--- config.mk ---
export PLATFORM = sky130hd
export DESIGN_NAME = frame_sequencer
export DESIGN_NICKNAME = d
export VERILOG_FILES = /design/src/rtl/fs_pkg.sv /design/src/rtl/fs_parity.sv /design/src/rtl/fs_step_counter.sv /design/src/rtl/fs_step_decode.sv /design/src/rtl/fs_irq_flag.sv /design/src/rtl/frame_sequencer.sv
export SDC_FILE = /design/constraint.sdc
export NUM_CORES = 1
export LEC_CHECK = 0
export BUFFER_PORTS_ARGS = -buffer_cell sky130_fd_sc_hd__clkbuf_2
export CORE_ASPECT_RATIO = 0.75
export CORE_MARGIN = 4
export CORE_UTILIZATION = 50
export DETAILED_ROUTE_END_ITERATION = 16
export PLACE_DENSITY_LB_ADDON = 0.15
export REMOVE_ABC_BUFFERS = 1
export SLEW_MARGIN = 20
export SYNTH_ARGS = -nofsm -noshare
export SYNTH_HDL_FRONTEND = slang
export SYNTH_SLANG_ARGS = --single-unit
--- constraint.sdc ---
create_clock -name clk -period 4.8 [get_ports clk]
set_input_delay 0.96 -clock clk [delete_from_list [all_inputs] [get_ports clk]]
set_output_delay 0.96 -clock clk [all_outputs]
set_load 0.02 [all_outputs]
--- src/rtl/fs_pkg.sv ---
package fs_pkg;
  localparam int unsigned MODE_BIT_FIVE = 0;
  localparam int unsigned MODE_BIT_INH  = 1;
  localparam int unsigned MODE_W        = 2;

  typedef struct packed {
    logic irq_inhibit;
    logic five_step;
  } fs_mode_t;

  function automatic fs_mode_t decode_mode(input logic [MODE_W-1:0] d);
    fs_mode_t m;
    m.five_step   = d[MODE_BIT_FIVE];
    m.irq_inhibit = d[MODE_BIT_INH];
    return m;
  endfunction
endpackage

--- src/rtl/fs_parity.sv ---
module fs_parity (
  input  logic clk,
  input  logic rst_n,
  output logic tick_o
);
  logic par_q;

  always_ff @(posedge clk) begin
    if (!rst_n) par_q <= 1'b0;
    else        par_q <= ~par_q;
  end

  assign tick_o = par_q;
endmodule

--- src/rtl/fs_step_counter.sv ---
module fs_step_counter #(
  parameter int unsigned CNT_W  = 15,
  parameter int unsigned END4   = 14915,
  parameter int unsigned END5   = 18641
) (
  input  logic             clk,
  input  logic             rst_n,
  input  logic             restart,
  input  logic             advance,
  input  logic             five_step,
  output logic [CNT_W-1:0] count_next
);
  logic [CNT_W-1:0] cnt_q;
  logic [CNT_W-1:0] end_sel;
  logic             at_end;

  assign count_next = cnt_q + CNT_W'(1);
  assign end_sel    = five_step ? CNT_W'(END5) : CNT_W'(END4);
  assign at_end     = (count_next == end_sel);

  always_ff @(posedge clk) begin
    if (!rst_n)       cnt_q <= '0;
    else if (restart) cnt_q <= '0;
    else if (advance) cnt_q <= at_end ? '0 : count_next;
  end
endmodule

--- src/rtl/fs_step_decode.sv ---
module fs_step_decode #(
  parameter int unsigned CNT_W = 15,
  parameter int unsigned Q1    = 3729,
  parameter int unsigned H1    = 7457,
  parameter int unsigned Q3    = 11186,
  parameter int unsigned END4  = 14915,
  parameter int unsigned END5  = 18641
) (
  input  logic [CNT_W-1:0] count_next,
  input  logic             five_step,
  output logic             qtr,
  output logic             half,
  output logic             irq_point
);
  localparam int unsigned NPTS = 3;
  localparam int unsigned PTS [NPTS] = '{Q1, H1, Q3};
  localparam int unsigned HALF_IDX = 1;

  logic [NPTS-1:0] mid_hit;
  logic            end_hit;

  for (genvar i = 0; i < NPTS; i++) begin : g_mid
    assign mid_hit[i] = (count_next == CNT_W'(PTS[i]));
  end

  assign end_hit   = five_step ? (count_next == CNT_W'(END5))
                               : (count_next == CNT_W'(END4));
  assign qtr       = (|mid_hit) | end_hit;
  assign half      = mid_hit[HALF_IDX] | end_hit;
  assign irq_point = !five_step && (count_next == CNT_W'(END4));
endmodule

--- src/rtl/fs_irq_flag.sv ---
module fs_irq_flag (
  input  logic clk,
  input  logic rst_n,
  input  logic set_i,
  input  logic clr_i,
  output logic irq_o
);
  logic irq_q;

  always_ff @(posedge clk) begin
    if (!rst_n)     irq_q <= 1'b0;
    else if (clr_i) irq_q <= 1'b0;
    else if (set_i) irq_q <= 1'b1;
  end

  assign irq_o = irq_q;
endmodule

--- src/rtl/frame_sequencer.sv ---
module frame_sequencer #(
  parameter int unsigned Q1   = 3729,
  parameter int unsigned H1   = 7457,
  parameter int unsigned Q3   = 11186,
  parameter int unsigned END4 = 14915,
  parameter int unsigned END5 = 18641
) (
  input  logic       clk,
  input  logic       rst_n,
  input  logic       acc_valid,
  input  logic       acc_write,
  input  logic       acc_sel_mode,
  input  logic [1:0] acc_data,
  output logic       qtr_pulse,
  output logic       half_pulse,
  output logic       frame_irq
);
  import fs_pkg::*;

  localparam int unsigned CNT_W = $clog2(END5 + 1);

  logic             tick;
  logic             mode_wr;
  logic             stat_rd;
  logic             step_ev;
  fs_mode_t         mode_q;
  fs_mode_t         mode_new;
  logic [CNT_W-1:0] count_next;
  logic             dec_qtr, dec_half, dec_irq;
  logic             qtr_q, half_q;

  assign mode_wr  = acc_valid & acc_write & acc_sel_mode;
  assign stat_rd  = acc_valid & ~acc_write & ~acc_sel_mode;
  assign mode_new = decode_mode(acc_data);

  always_ff @(posedge clk) begin
    if (!rst_n)       mode_q <= '0;
    else if (mode_wr) mode_q <= mode_new;
  end

  fs_parity u_par (
    .clk    (clk),
    .rst_n  (rst_n),
    .tick_o (tick)
  );

  fs_step_counter #(.CNT_W(CNT_W), .END4(END4), .END5(END5)) u_cnt (
    .clk        (clk),
    .rst_n      (rst_n),
    .restart    (mode_wr),
    .advance    (tick),
    .five_step  (mode_q.five_step),
    .count_next (count_next)
  );

  fs_step_decode #(.CNT_W(CNT_W), .Q1(Q1), .H1(H1), .Q3(Q3),
                   .END4(END4), .END5(END5)) u_dec (
    .count_next (count_next),
    .five_step  (mode_q.five_step),
    .qtr        (dec_qtr),
    .half       (dec_half),
    .irq_point  (dec_irq)
  );

  assign step_ev = tick & ~mode_wr;

  always_ff @(posedge clk) begin
    if (!rst_n) begin
      qtr_q  <= 1'b0;
      half_q <= 1'b0;
    end else begin
      qtr_q  <= step_ev & dec_qtr;
      half_q <= step_ev & dec_half;
    end
  end

  fs_irq_flag u_irq (
    .clk   (clk),
    .rst_n (rst_n),
    .set_i (step_ev & dec_irq & ~mode_q.irq_inhibit),
    .clr_i (stat_rd | (mode_wr & mode_new.irq_inhibit)),
    .irq_o (frame_irq)
  );

  assign qtr_pulse  = qtr_q;
  assign half_pulse = half_q;
endmodule

* Word level (Yosys, flattened, before mapping)
Index checks and enable logic that the tools add are counted. W data, S select, Z words.
Storage, ports and cells: output and inout port bits 3, word-level logic and storage cells 41, input bits 7, register bits 21
Operators by class: eq/ne operators 6, bitwise operators 19, muxes and demuxes 3, reductions and logical operators 5, $add $sub $neg 1
Operator list (count):
- $eq A15 B14 Y1 const B | 2
- $mux W15 | 2
- $add A15 B1 Y15 const B | 1
- $eq A15 B12 Y1 const B | 1
- $eq A15 B13 Y1 const B | 1
- $eq A15 B15 Y1 | 1
- $eq A15 B15 Y1 const B | 1
- $and A1 B1 Y1 | 10
- $not A1 Y1 | 6
- $reduce_or A2 Y1 | 2
- $or A1 B1 Y1 | 3
- $reduce_or A3 Y1 | 1
- $logic_and A1 B1 Y1 | 1
- $logic_not A1 Y1 | 1
- $mux W1 | 1

* Logic depth before layout (Yosys ltp)
Gate-level depths: netlist (run 1).
depth in word-level cells 6, mapped depth 10, mapped depth without buffers 8

* Hierarchy
A second synthesis (run 1) with hierarchy kept.
Second synthesis, totals: cells, all modules 173, area, all modules 1461.4 um^2
Modules (own cells, without submodules):
- fs_step_counter | sequential area each 300.3 um^2, cells each 127, instances 1, area an instance 1011.0 um^2
- fs_step_decode | sequential area each 0.0 um^2, cells each 22, instances 1, area an instance 205.2 um^2
- frame_sequencer | sequential area each 80.1 um^2, cells each 19, instances 1, area an instance 175.2 um^2
- fs_irq_flag | sequential area each 20.0 um^2, cells each 3, instances 1, area an instance 36.3 um^2
- fs_parity | sequential area each 20.0 um^2, cells each 2, instances 1, area an instance 33.8 um^2

* Least setup slack after synthesis (run 1)
No wires, ideal clock.
path type flip-flop to flip-flop, from reg u_cnt.cnt_q[1], to reg u_cnt.cnt_q[1], buffers on the path 1, stages on the path, launching flop included 10, data required time 4.736 ns, library setup time 0.064 ns, clock period less this slack 2.212 ns, arrival time 2.148 ns, slack 2.588 ns, cells stage by stage dfxtp_1 ha_1 nand3_1 nor4_1 or3b_2 a21oi_1 a32o_1 a31o_1 buf_6 nor2_1
Between the ends: cells in the longest elaborated chain, start to end 3
RTL lines:
- start: declaration | line fs_step_counter.sv:13 | logic [CNT_W-1:0] cnt_q;
- start signal: assignment | line fs_step_counter.sv:24 | else if (advance) cnt_q <= at_end ? '0 : count_next;
- $add A15 B1 Y15 * | line fs_step_counter.sv:17 | assign count_next = cnt_q + CNT_W'(1);
- $eq A15 B15 Y1 | line fs_step_counter.sv:19 | assign at_end = (count_next == end_sel);
- $mux W15 * | line fs_step_counter.sv:24
Every way passes the cells marked *; elsewhere a longest branch is shown, timed or not. A chain may end at the register's enable or synchronous reset.

* Worst setup path after layout (run 1)
from reg u_cnt.cnt_q[0], to reg u_cnt.cnt_q[1]
The elaborated chain is that of the path after synthesis.

==> results_dict.tcl, run 1 <==
set metrics [dict create \
    hold-path-endpoint "u_irq.irq_o" \
    ios 10 \
    post_dp_cell_area_um2 1530 \
    dp_hpwl_um 2440 \
    synthDominantCellAreaShare_pct 27.3 \
    fin_crit_ps 2990 \
    worstSetupEndpointType "flip-flop" \
    final_nets 208 \
    wirelength_um 3360 \
    grt-ovfl-total 0 \
    critPathTopFamily "simple AND/OR/NAND/NOR gates" \
    postCtsSetupBuffers 0 \
    synth_area_per_cell_um2 7.89 \
    met1_usage_pct 23.8 \
    synth_edf_count 0 \
    fmax_mhz 334 \
    initial_core_util_pct 52.4 \
    grt_pass1_vias 1229 \
    crit_type "reg -> reg" \
    p_int_mw 0.247 \
    seq_power_share_pct 55.9 \
    dieHeight_um 56.0 \
    combPwrFrac_pct 7.1 \
    hold_class "reg -> reg" \
    path_clk_slew_ps 90 \
    slowest_delay_ps 610 \
    worstSetupStartpointType "flip-flop" \
    ant_nets 0 \
    core_um2 2940 \
    r2r_end "u_cnt.cnt_q[1]" \
    drtPass1Iterations 5 \
    seq_area_frac_synth_pct 27.3 \
    cts.sinks 21 \
    cap_violations 0 \
    vdd_ir_drop_max_mv 0.113 \
    place_congestion 0.900 \
    fin_area_um2 1580 \
    p_clk_share_pct 37.0 \
    p_per_area_nw_per_um2 210 \
    hp-start "u_irq.irq_o" \
    fin_worst_skew_ps 11.5 \
    crit_chain "ha_1 > nand3_1 > nor4_1 > nand3_1 > a21oi_1 > a32o_1 > a31o_1 > nor2_1" \
    stdcell_count 234 \
    vias_per_cell 6.03 \
    min_path_cells 1 \
    synth_cell_types 45 \
    crit_fanout 11 \
    fin_crit_sh_pct 62.3 \
    clockBufferDepth 2 \
    num_rows 17 \
    yosysMostFrequentCell "nor2_1" \
    synthTopCellsByArea "dfxtp_1, xor2_1, nor2_1" \
    tritoncts "yes" \
    yosysWarnings 0 \
    met3_usage_pct 4.33 \
    sw_frac_of_total_pct 25.7 \
    grt_max_degree 18 \
    dp.cells 230 \
    grt_pass1_wl_um 5550 \
    top_usage_layer "met2" \
    wl_per_cell_um 14.3 \
    tightest_slew_ps 716 \
    root_buffer "clkbuf_8" \
    path_common_cell "nand3_1" \
    synth.largest_area_cell "dfxtp_1" \
    num_vias 1412 \
    syn_inst 195 \
    utilization_pct 53.9 \
    cts-resized-gates 0 \
    hold_violations 0 \
    ys_ff_latch 21 \
    reg2regPathDepth 8 \
    antenna_found_initial 0 \
    postCtsHoldBufs 0 \
    io_buffers 9 \
    critical_path_arrival_ps 3150 \
    slew_headroom_pct 51.8 \
    r2r_slack_ps 1810 \
    rsz0062_at_grt "false" \
    critical_path_buf_inv_count 0 \
    ys.flop_type "dfxtp_1" \
    async_flop_share_pct 0 \
    dieArea_um2 4040 \
    drc 0 \
    use_met2_pct 25.2 \
    grt_use_total_pct 16.9 \
    num_antenna_cells 0 \
    cts_buffers 3 \
    power_leakage_nw 0.539 \
    finalSetupViolations 0 \
    cp_slowest_cell "nor4_1" \
    clock_latency_ps 270 \
    synthToLayoutAreaGrowth_pct 2.76 \
    fillers 277 \
    worst_ep_required_time_ps 4960 \
    syn_area_um2 1540 \
    die_w_um 72.1 \
    setup_tns_ps 0 \
    slew_viol_final 0 \
    crit_path_start "u_cnt.cnt_q[0]" \
    htreeDepth 1 \
    fin_ws_ps 1810 \
    power.switching_mw 0.0854 \
    drive_gt1_share_pct 13.3 \
    drt_iter0_drc 102 \
    dp_slack_ps 1850 \
    outcome "finished, final reports clean" \
    worstReg2RegStart "u_cnt.cnt_q[0]" \
    synth_common_cells "nor2_1, dfxtp_1, nand2_1, nand3_1, xor2_1" \
]
flip-flops by register name, summed over array words and instances (netlist names):
name / flops
u_par.tick_o: 1
u_cnt.cnt_q: 15
u_irq.irq_o: 1
mode_q: 2
half_pulse: 1
qtr_pulse: 1
final cells by class:
cell class	count	area (µm²)	area share, %
inverter	4	15.0	0.949
clock buffer	3	41.3	2.61
timing repair buffer	9	45.0	2.85
sequential	21	420	26.6
multi-input combinational	158	1000	63.5
tap	38	47.5	3.01
clock inverter	1	7.51	0.475
stage by stage:
stage | total power, mW | hold slack (ps)
floorplan | 0.203 | 487
global placement | 0.213 | 484
detailed placement | 0.213 | 490
CTS | 0.332 | 508
global route | 0.343 | 531
finish | 0.332 | 507
per-layer routing:
layer  up-vias  wire length (µm)
li1        693                 -
met1       652              1570
met2        59              1500
met3         8               231
met4         0                46
met5         -                 0
cell usage in the layout, fill, tap and decap left out, types with 3 or more instances in the layout:
cell type  netlist  final
a21oi_1          6      6
clkbuf_2         0      9
clkbuf_8         2      3
dfxtp_1         21     21
ha_1             4      4
inv_1            4      4
mux2i_1          4      4
nand2_1         15     15
nand3_1         15     15
nand4_1          8      8
nor2_1          27     27
nor2b_1          4      4
nor3_1           7      7
nor4_1           5      5
o21ai_0          5      5
or3_1            4      4
xnor2_1         10     10
xor2_1          13     13
logic make-up (layout without fill, tap and decap cells):
logic type / Yosys count / count (layout) / share of synthesized area, %
and+or+nand+nor: 102 / 102 / 35.1
AOI/OAI and AO/OA: 24 / 24 / 10.5
xor gates and xnor gates: 23 / 23 / 13.1
DFF: 21 / 21 / 27.3
buffers and inverters: 16 / 17 / 7.40
muxes: 5 / 5 / 3.33
adders and majority gates: 4 / 4 / 3.25
worst max-delay path by stage:
stage                      end  slack [ps]  cells after the start
6_report        u_cnt.cnt_q[1]        1810                      8
5_1_grt         u_cnt.cnt_q[6]        1410                      8
4_1_cts         u_cnt.cnt_q[1]        1830                      8
3_5_place_dp    u_cnt.cnt_q[1]        1850                      8
3_3_place_gp   u_cnt.cnt_q[12]        1900                      8
2_1_floorplan   u_cnt.cnt_q[0]        2390                      8
power groups by stage:
stage | clock network, mW | logic [mW] | registers (mW)
6_report | 0.123 | 0.0236 | 0.186
5_1_grt | 0.130 | 0.0260 | 0.186
4_1_cts | 0.123 | 0.0234 | 0.185
3_5_place_dp | 0 | 0.0231 | 0.189
3_3_place_gp | 0 | 0.0235 | 0.189
2_1_floorplan | 0 | 0.0158 | 0.187
Power figures use the tool's default switching activity.
==> inputs of run 2 (changes only) <==
clock period = 3 ns   (was 4.8 ns; I/O delays follow)
==> results_dict.tcl, run 2 (same netlist as run 1, synthesis figures left out) <==
set metrics [dict create \
    outcome "finished, final reports clean" \
    largest_register "u_cnt.cnt_q" \
    htreeDepth 1 \
    drc 0 \
    dieArea_um2 4040 \
    reg2regPathDepth 8 \
    crit_path_start "u_cnt.cnt_q[0]" \
    vdd_ir_drop_max_mv 0.205 \
    r2r_slack_ps 240 \
    grt_pass1_vias 1257 \
    p_per_area_nw_per_um2 328 \
    hold_violations 0 \
    grt_use_total_pct 17.4 \
    fin_area_um2 1610 \
    fin_worst_skew_ps 9.14 \
    wirelength_um 3510 \
    drive_gt1_share_pct 15.6 \
    initial_core_util_pct 52.4 \
    dieHeight_um 56.0 \
    synthToLayoutAreaGrowth_pct 4.63 \
    io_buffers 9 \
    grt_pass1_wl_um 5710 \
    postCtsHoldBufs 0 \
    crit_type "reg -> reg" \
    drtPass1Iterations 4 \
    worstReg2RegStart "u_cnt.cnt_q[0]" \
    clock_latency_ps 270 \
    r2r_end "u_cnt.cnt_q[7]" \
    finalSetupViolations 0 \
    vias_per_cell 5.99 \
    worst_ep_required_time_ps 3210 \
    final_cell_mix "nor2_1, dfxtp_1, nand2_1, nand3_1, xor2_1" \
    p_int_mw 0.395 \
    power.switching_mw 0.132 \
    worstSetupEndpoint "u_cnt.cnt_q[7]" \
    largest_registers "u_cnt.cnt_q: 15 flops, mode_q: 2 flops" \
    crit_fanout 11 \
    whs_ps 507 \
    postCtsSetupBuffers 0 \
    sw_frac_of_total_pct 25.1 \
    antenna_found_initial 0 \
    combPwrFrac_pct 8.5 \
    layout.cells.most_common "nor2_1" \
    critical_path_arrival_ps 2970 \
    core_um2 2940 \
    drt_iter0_drc 95 \
    grt-ovfl-total 0 \
    fin_crit_ps 2760 \
    tightest_slew_ps 516 \
    final_nets 211 \
    fmax_mhz 362 \
    fin_crit_sh_pct 92.2 \
    largest_reg_flops 15 \
    p_clk_share_pct 36.1 \
    power_leakage_nw 0.556 \
    cts.sinks 21 \
    clockBufferDepth 2 \
    rsz0062_at_grt "false" \
    root_buffer "clkbuf_8" \
    num_vias 1420 \
    post_dp_cell_area_um2 1560 \
    tritoncts "yes" \
    num_antenna_cells 0 \
    setup_tns_ps 0 \
    seq_power_share_pct 55.4 \
    wl_per_cell_um 14.8 \
    worstSetupStartpointType "flip-flop" \
    slew_headroom_pct 65.5 \
    ant_nets 0 \
    cap_violations 0 \
    path_clk_slew_ps 80 \
    dp_hpwl_um 2520 \
    die_w_um 72.1 \
    cts_buffers 3 \
    grt_max_degree 18 \
    worstSetupEndpointType "flip-flop" \
    ios 10 \
    slew_viol_final 0 \
    place_congestion 0.921 \
    num_rows 17 \
    hold_class "reg -> reg" \
]
run 2: layer usage:
| metal | GRT usage (%) | up-vias | share of wire [%] |
|---|---|---|---|
| met1 | 22.8 | 646 | 46 |
| met5 | 0 | - | 0 |
| met2 | 27.4 | 71 | 44 |
| met3 | 5.05 | 10 | 8.2 |
| met4 | 5.36 | 0 | 2.2 |
| li1 | - | 693 | - |
run 2: how the worst min path moves through the flow:
stage | start | to | cells after the start
finish | u_irq.irq_o | u_irq.irq_o | 1
global route | u_irq.irq_o | u_irq.irq_o | 1
CTS | u_irq.irq_o | u_irq.irq_o | 1
detailed placement | u_irq.irq_o | u_irq.irq_o | 1
global placement | u_irq.irq_o | u_irq.irq_o | 1
floorplan | mode_q[1] | mode_q[1] | 2
run 2: final cells by class:
type                    instances  area, µm²
clock buffers                   3       41.3
flip-flops and latches         21        420
well taps                      38       47.5
clock inverters                 1       5.00
fillers                       279       1330
multi-input cells             158       1010
inverters                       4       15.0
repair buffers                 12       67.6
run 2: timing repair:
item                                   4_1_cts  5_1_grt
resized for setup                            0        2
setup endpoints to repair                    0       12
endpoints found under the hold margin        0        0
run 2: power by group through the flow:
stage | Combinational, mW | Clock [mW] | Sequential (mW)
2_1_floorplan | 0.0253 | 0 | 0.299
3_3_place_gp | 0.0439 | 0 | 0.298
3_5_place_dp | 0.0439 | 0 | 0.298
4_1_cts | 0.0444 | 0.198 | 0.292
5_1_grt | 0.0481 | 0.207 | 0.293
6_report | 0.0446 | 0.191 | 0.292
run 2: stage by stage:
| step | cells | total power, mW | setup WS (ps) | util [%] |
|---|---|---|---|---|
| 3_5_place_dp | 233 | 0.342 | 116 | 53.0 |
| 6_report | 237 | 0.528 | 235 | 54.9 |
| 2_1_floorplan | 183 | 0.324 | 590 | - |
| 5_1_grt | 237 | 0.548 | 45.4 | 54.9 |
| 4_1_cts | 237 | 0.534 | 76.2 | 54.6 |
| 3_3_place_gp | 233 | 0.341 | 382 | 53.0 |
run 2: critical path: stages (launching register included):
cell	delay (ps)
dfxtp_1	520
ha_2	350
nand3_1	270
nor4_2	420
mux2i_1	340
a21oi_1	120
a32o_1	240
a31o_1	290
nor2_1	140
